==> config.mk <==
export PLATFORM = sky130hd
export DESIGN_NAME = serial_regport
export DESIGN_NICKNAME = d
export VERILOG_FILES = /design/src/rtl/sif_pkg.sv /design/src/rtl/sif_sync.sv /design/src/rtl/sif_frame.sv /design/src/rtl/sif_regfile.sv /design/src/rtl/serial_regport.sv
export SDC_FILE = /design/constraint.sdc
export NUM_CORES = 1
export LEC_CHECK = 0
export ABC_AREA = 1
export BUFFER_PORTS_ARGS = -buffer_cell sky130_fd_sc_hd__buf_2
export CORE_UTILIZATION = 45
export CTS_BUF_LIST = sky130_fd_sc_hd__clkbuf_4
export CTS_CLUSTER_SIZE = 10
export DETAILED_ROUTE_END_ITERATION = 8
export PLACE_DENSITY = 0.66
export SYNTH_ARGS = -nofsm -noshare
export SYNTH_HDL_FRONTEND = slang
export SYNTH_SLANG_ARGS = --single-unit
==> constraint.sdc <==
create_clock -name clk -period 1.7 [get_ports clk]
set_clock_uncertainty 0.05 [all_clocks]
set_input_delay 0.255 -clock clk [delete_from_list [all_inputs] [get_ports clk]]
set_output_delay 0.255 -clock clk [all_outputs]
set_load 0.05 [all_outputs]
==> src/rtl/sif_pkg.sv <==
package sif_pkg;
  localparam int CMD_W    = 8;
  localparam int STAT_W   = 8;
  localparam int CFG_W    = 24;
  localparam int FLT_W    = 8;
  localparam int DAT_W    = 16;
  localparam int XFER_MAX = CFG_W;
  localparam int CNT_W    = $clog2(XFER_MAX);
  localparam int RD_BIT   = 6;
  localparam logic [FLT_W-1:0] FLT_RST = 8'h45;
  localparam logic [CFG_W-1:0] CFG_RST = '0;
  localparam logic [DAT_W-1:0] DAT_RST = '0;

  typedef enum logic [1:0] {
    SEL_STAT = 2'b00,
    SEL_CFG  = 2'b01,
    SEL_FLT  = 2'b10,
    SEL_DAT  = 2'b11
  } sel_e;

  typedef enum logic {PH_CMD, PH_XFER} phase_e;
endpackage

==> src/rtl/sif_sync.sv <==
module sif_sync #(
  parameter int             W       = 3,
  parameter int             STAGES  = 2,
  parameter logic [W-1:0]   RST_VAL = '0
) (
  input  logic         clk,
  input  logic         rst,
  input  logic [W-1:0] d,
  output logic [W-1:0] q
);
  logic [W-1:0] pipe [STAGES];

  for (genvar s = 0; s < STAGES; s++) begin : g_stage
    if (s == 0) begin : g_first
      always_ff @(posedge clk) begin
        if (rst) pipe[s] <= RST_VAL;
        else     pipe[s] <= d;
      end
    end else begin : g_next
      always_ff @(posedge clk) begin
        if (rst) pipe[s] <= RST_VAL;
        else     pipe[s] <= pipe[s-1];
      end
    end
  end

  assign q = pipe[STAGES-1];
endmodule

==> src/rtl/sif_frame.sv <==
module sif_frame
  import sif_pkg::*;
#(
  parameter int ONES_LIMIT = 32
) (
  input  logic                clk,
  input  logic                rst,
  input  logic                sclk_s,
  input  logic                cs_n_s,
  input  logic                din_s,
  input  logic [XFER_MAX-1:0] rd_word,
  output sel_e                rd_sel,
  output logic                wr_stb,
  output sel_e                wr_sel,
  output logic [XFER_MAX-1:0] wr_data,
  output logic                rd_done,
  output logic                ones_rst,
  output logic                dout,
  output logic                dout_oe
);
  localparam int ONES_W = $clog2(ONES_LIMIT + 1);

  phase_e              phase;
  logic [CNT_W-1:0]    bitcnt, len_m1;
  logic [ONES_W-1:0]   ones_cnt;
  logic [XFER_MAX-2:0] shin;
  logic [XFER_MAX-1:0] shout;
  logic                is_rd, sclk_q;
  sel_e                cur_sel;
  logic                rise, fall, sel_on, ones_hit;

  function automatic logic [CNT_W-1:0] len_of(sel_e s);
    case (s)
      SEL_CFG:  return CNT_W'(CFG_W - 1);
      SEL_DAT:  return CNT_W'(DAT_W - 1);
      SEL_FLT:  return CNT_W'(FLT_W - 1);
      default:  return CNT_W'(STAT_W - 1);
    endcase
  endfunction

  assign rise     = sclk_s & ~sclk_q;
  assign fall     = ~sclk_s & sclk_q;
  assign sel_on   = ~cs_n_s;
  assign ones_hit = rise & sel_on & din_s & (ones_cnt == ONES_W'(ONES_LIMIT - 1));
  assign rd_sel   = sel_e'({shin[0], din_s});

  always_ff @(posedge clk) begin
    if (rst) begin
      sclk_q  <= 1'b1;
      dout_oe <= 1'b0;
    end else begin
      sclk_q  <= sclk_s;
      dout_oe <= sel_on;
    end
  end

  always_ff @(posedge clk) begin
    if (rst) begin
      phase    <= PH_CMD;
      bitcnt   <= '0;
      len_m1   <= '0;
      ones_cnt <= '0;
      shin     <= '0;
      shout    <= '0;
      dout     <= 1'b0;
      is_rd    <= 1'b0;
      cur_sel  <= SEL_STAT;
      wr_stb   <= 1'b0;
      wr_sel   <= SEL_STAT;
      wr_data  <= '0;
      rd_done  <= 1'b0;
      ones_rst <= 1'b0;
    end else begin
      wr_stb   <= 1'b0;
      rd_done  <= 1'b0;
      ones_rst <= 1'b0;
      if (!sel_on) begin
        phase  <= PH_CMD;
        bitcnt <= '0;
      end else begin
        if (rise) begin
          shin     <= {shin[XFER_MAX-3:0], din_s};
          ones_cnt <= (din_s && !ones_hit) ? ones_cnt + 1'b1 : '0;
          if (ones_hit) begin
            ones_rst <= 1'b1;
            phase    <= PH_CMD;
            bitcnt   <= '0;
          end else if (phase == PH_CMD) begin
            if (bitcnt == CNT_W'(CMD_W - 1)) begin
              phase   <= PH_XFER;
              bitcnt  <= '0;
              is_rd   <= shin[RD_BIT-1];
              cur_sel <= rd_sel;
              len_m1  <= len_of(rd_sel);
              shout   <= rd_word;
            end else begin
              bitcnt <= bitcnt + 1'b1;
            end
          end else begin
            if (bitcnt == len_m1) begin
              phase  <= PH_CMD;
              bitcnt <= '0;
              if (!is_rd) begin
                wr_stb  <= 1'b1;
                wr_sel  <= cur_sel;
                wr_data <= {shin, din_s};
              end else if (cur_sel == SEL_DAT) begin
                rd_done <= 1'b1;
              end
            end else begin
              bitcnt <= bitcnt + 1'b1;
            end
          end
        end
        if (fall && phase == PH_XFER && is_rd) begin
          dout  <= shout[XFER_MAX-1];
          shout <= {shout[XFER_MAX-2:0], 1'b0};
        end
      end
    end
  end


  ones_reset_chk: assert property (@(posedge clk) disable iff (rst)
    ones_hit |=> (phase == PH_CMD && bitcnt == '0 && ones_rst));


  cs_abort_chk: assert property (@(posedge clk) disable iff (rst)
    !sel_on |=> (phase == PH_CMD && !wr_stb && !rd_done));


  len_bound_chk: assert property (@(posedge clk) disable iff (rst)
    (phase == PH_XFER) |-> (bitcnt <= len_m1));
endmodule

==> src/rtl/sif_regfile.sv <==
module sif_regfile
  import sif_pkg::*;
(
  input  logic                clk,
  input  logic                rst,
  input  logic                wr_stb,
  input  sel_e                wr_sel,
  input  logic [XFER_MAX-1:0] wr_data,
  input  logic                rd_done,
  input  logic                ones_rst,
  input  logic                conv_active,
  input  logic                upd_valid,
  input  logic [DAT_W-1:0]    upd_data,
  input  sel_e                rd_sel,
  output logic [XFER_MAX-1:0] rd_word,
  output logic [CFG_W-1:0]    cfg_q,
  output logic [FLT_W-1:0]    flt_q,
  output logic                rdy_n
);
  logic [DAT_W-1:0] dat_r;
  logic             clear;

  assign clear = rst | ones_rst;

  always_ff @(posedge clk) begin
    if (clear) begin
      cfg_q <= CFG_RST;
      flt_q <= FLT_RST;
      dat_r <= DAT_RST;
      rdy_n <= 1'b1;
    end else begin
      if (wr_stb && wr_sel == SEL_CFG) cfg_q <= wr_data;
      if (wr_stb && wr_sel == SEL_FLT && !conv_active) flt_q <= wr_data[FLT_W-1:0];
      if (upd_valid) begin
        dat_r <= upd_data;
        rdy_n <= 1'b0;
      end else if (rd_done) begin
        rdy_n <= 1'b1;
      end
    end
  end

  always_comb begin
    case (rd_sel)
      SEL_STAT: rd_word = {~rdy_n, {(STAT_W-1){1'b0}}, {(XFER_MAX-STAT_W){1'b0}}};
      SEL_CFG:  rd_word = cfg_q;
      SEL_FLT:  rd_word = {flt_q, {(XFER_MAX-FLT_W){1'b0}}};
      default:  rd_word = {dat_r, {(XFER_MAX-DAT_W){1'b0}}};
    endcase
  end


  filter_lock_chk: assert property (@(posedge clk) disable iff (rst)
    (conv_active && !ones_rst) |=> (flt_q == $past(flt_q)));


  ready_set_chk: assert property (@(posedge clk) disable iff (rst)
    (upd_valid && !ones_rst) |=> !rdy_n);


  ready_clear_chk: assert property (@(posedge clk) disable iff (rst)
    (rd_done && !upd_valid && !ones_rst) |=> rdy_n);
endmodule

==> src/rtl/serial_regport.sv <==
module serial_regport
  import sif_pkg::*;
#(
  parameter int SYNC_STAGES = 2,
  parameter int ONES_LIMIT  = 32
) (
  input  logic             clk,
  input  logic             rst,
  input  logic             sclk,
  input  logic             cs_n,
  input  logic             din,
  output logic             dout,
  output logic             dout_oe,
  input  logic             conv_active,
  input  logic             upd_valid,
  input  logic [DAT_W-1:0] upd_data,
  output logic             rdy_n,
  output logic [CFG_W-1:0] cfg_q,
  output logic [FLT_W-1:0] flt_q
);
  logic [2:0]          pins_s;
  logic [XFER_MAX-1:0] rd_word, wr_data;
  sel_e                rd_sel, wr_sel;
  logic                wr_stb, rd_done, ones_rst;

  sif_sync #(.W(3), .STAGES(SYNC_STAGES), .RST_VAL(3'b110)) u_sync (
    .clk (clk),
    .rst (rst),
    .d   ({sclk, cs_n, din}),
    .q   (pins_s)
  );

  sif_frame #(.ONES_LIMIT(ONES_LIMIT)) u_frame (
    .clk      (clk),
    .rst      (rst),
    .sclk_s   (pins_s[2]),
    .cs_n_s   (pins_s[1]),
    .din_s    (pins_s[0]),
    .rd_word  (rd_word),
    .rd_sel   (rd_sel),
    .wr_stb   (wr_stb),
    .wr_sel   (wr_sel),
    .wr_data  (wr_data),
    .rd_done  (rd_done),
    .ones_rst (ones_rst),
    .dout     (dout),
    .dout_oe  (dout_oe)
  );

  sif_regfile u_regs (
    .clk         (clk),
    .rst         (rst),
    .wr_stb      (wr_stb),
    .wr_sel      (wr_sel),
    .wr_data     (wr_data),
    .rd_done     (rd_done),
    .ones_rst    (ones_rst),
    .conv_active (conv_active),
    .upd_valid   (upd_valid),
    .upd_data    (upd_data),
    .rd_sel      (rd_sel),
    .rd_word     (rd_word),
    .cfg_q       (cfg_q),
    .flt_q       (flt_q),
    .rdy_n       (rdy_n)
  );
endmodule

==> out/qor.yml <==
place:
  place_hpwl_mm: 10.3
  port_buffers: 57
  finalWeightedCongestion: 0.817
outcome:
  status: "completed"
sta:
  period_needed_ns: 1.68
  worstMarginPinSlew_ns: 0.540
  period_share_pct: 98.8
  hold_viol_final: 0
  finalSetupViolCount: 0
  fmax_mhz: 595
  relSlewSlack_pct: 64.0
  slew_violations: 0
  rsz0062_at_grt: "yes"
  whs_ns: 0.105
layout:
  layout_commonest_cell: "nand2_1"
  drive_gt1_share_pct: 20.9
  area_growth_syn_to_layout_pct: 29.1
  final_util_pct: 60.2
  final_cell_mix: "190 x nand2_1, 149 x nor2_1, 143 x dfxtp_1, 102 x inv_1, 85 x o21ai_0"
  nNetsFinal: 1053
global_routing:
  grt_max_degree: 43
  antenna_found_initial: 1
  grt.total_usage_pct: 23.5
  grt_pass1_vias: 5465
  grt_pass1_wl_mm: 26.5
  overflow: 0
synth:
  synth_nets: 916
  syn_avg_cell_area_um2: 7.01
  synth_seq_cells: 152
  yosys.area_share.simple_pct: 26.5
  synth_compound_area_share_pct: 14.5
  synth_top_family_by_area: "simple AND/OR/NAND/NOR gates"
  synth_mux_area_share_pct: 0
  netlist_area_mm2: 0.00625
  async_flop_share_pct: 0
  synth_xor_area_share_pct: 0.140
  synth_flop_cell: "dfxtp_1"
  synthCells: 891
  yosysWarnings: 0
  synth_adder_area_share_pct: 0.401
  yosysSeqAreaShare_pct: 48.7
  synth_cell_type_count: 29
  synth-edff-count: 0
clock_network:
  clk_latency_ns: 0.57
  cts_tree: "built"
  cts_num_sinks: 152
  clkTransAtPathRegs_ns: 0.13
  htree_num_levels: 4
  clock_path_buffers: 2
  cts_buffers: 17
  root_buffer: "clkbuf_4"
route:
  routed_wl_mm: 16.7
  routed-via-count: 5994
  drc: 0
  ant_nets: 0
  firstDrtPassIters: 8
  wl_per_cell_um: 13.7
  drt_iter0_markers: 568
  viasPerCell: 4.92
pwr:
  intPower_uw: 4570
  ir_drop_uv: 349
  power.share.clock_pct: 35.4
  p_total_uw: 6040
  seqPwrFrac_pct: 59.8
  leakagePower_uw: 0.00387
  powerDensity_mw_per_mm2: 750
  swShare_pct: 24.3
  power_frac_comb_pct: 4.8
  switchingPower_uw: 1470
critical_path:
  startpoint_type: "register"
  crit_path_end_kind: "register"
  path_cells: "ha_4 -> nand2_4 -> nor2_4 -> nand2_2 -> nor2_4 -> nor2_4 -> buf_12 -> nor2_4 -> clkbuf_16 -> nand2_1 -> nand2_1 -> nor2_1"
  cp.arrival_ns: 2.10
  critPathMaxStageDelay_ns: 0.37
  cp_top_family: "simple AND/OR/NAND/NOR gates"
  cp.required_ns: 2.12
  cp_max_fo: 5
  cp.buffers_inverters: 2
  critPathSlowestCell: "dfxtp_2"
  crit_top_cell: "nor2_4"
  critical_path_class: "register to register"
floorplan:
  pin_count: 58
  core-area_mm2: 0.0134
  start_util_pct: 46.6
  die_h_um: 120
  die_area_mm2: 0.0144
  die_w_um: 120
  fp-row-count: 42
worst_hold_path:
  worstHoldPathType: "primary input to register"
run:
  drv_cap: 0
[worst reg2reg max path, delay by kind of cell, from the launching register on]
kind          cells  cell delay (ns)
simple gates      9             0.74
buf+inv           2             0.32
fa+ha+maj         1             0.16
flops             1             0.37
[cell usage after synthesis (all sizes together) (5+ instances only)]
cell	count	area share [%]
buf	16	1.6
nor2	170	11
inv	104	6.3
o211ai	5	0.60
nand2	206	13
clkbuf	26	1.6
o21ai	86	6.9
dfxtp	152	49
a21oi	64	5.1
nor3	5	0.40
nand3	22	1.8
o22ai	12	1.2
[logic make-up after synthesis]
group	after synthesis
AND/OR/NAND/NOR	413
flip-flops	152
adder cells (fa/ha/maj)	2
XOR/XNOR	1
AO/OA/AOI/OAI	173
buffers and inverters	150
[sequential cells by signal, indices dropped and copies added (netlist names), 3 cells and up]
| name | count |
|---|---|
| u_frame.bitcnt | 5 |
| u_sync.pipe | 6 |
| u_regs.cfg_q | 24 |
| u_regs.dat_r | 16 |
| u_frame.wr_data | 24 |
| u_frame.shin | 23 |
| u_frame.ones_cnt | 6 |
| u_frame.len_m1 | 3 |
| u_regs.flt_q | 8 |
| u_frame.shout | 24 |
[layout make-up]
cell class | instances | area, µm²
multi-input cells | 592 | 2790
repair buffers | 157 | 1330
clock inverters | 15 | 134
clock buffers | 17 | 128
well taps | 176 | 220
flip-flops and latches | 152 | 3050
fillers | 1231 | 5340
inverters | 108 | 413
diodes | 1 | 2.50
[power groups by stage]
| stage | logic, µW | registers, µW | clock network, µW |
|---|---|---|---|
| finish | 290 | 3610 | 2140 |
| global route | 318 | 3620 | 2340 |
| CTS | 279 | 3610 | 2170 |
| detailed placement | 229 | 3690 | 0 |
| global placement | 228 | 3690 | 0 |
| floorplan | 122 | 3700 | 0 |
[repair_timing]
item	CTS	global route
pin swaps	3	21
hold buffers	28	0
resized for setup	9	51
setup endpoints to repair	24	58
setup buffers	3	15
hold endpoints to repair	23	0
gates cloned	3	6
[per-layer routing]
layer	global-route usage, %	vias to the layer above	wire [µm]	share of wire (%)
met5	0	-	0	0
met4	10.9	0	363	2.2
met3	4.33	26	892	5.4
met2	35.3	152	7540	45
met1	32.5	2731	7860	47
li1	-	3085	-	-
[path summary, 6_finish.rpt]
check / from / endpoint / slack (ns) / cells after the start
worst min-delay path: conv_active / u_regs.flt_q[6] / 0.11 / 5
worst max-delay path: u_frame.ones_cnt[1] / u_frame.shout[11] / 0.02 / 12
worst min register to register: u_sync.pipe[0][1] / u_sync.pipe[1][1] / 0.34 / 1
worst max register to register: u_frame.ones_cnt[1] / u_frame.shout[11] / 0.02 / 12
[metrics by stage]
step / area, µm² / setup TNS [ns] / setup slack, ns / cells
after floorplan: 6250 / 0 / 0.0474 / 891
after global placement: 6990 / -9.68 / -0.419 / 1133
after detailed placement: 6990 / -10.83 / -0.492 / 1133
after CTS: 7630 / -0.0184 / -0.0138 / 1199
after global routing: 8060 / -0.890 / -0.0552 / 1218
final: 8060 / 0 / 0.0202 / 1218
Power figures use the tool's default switching activity.
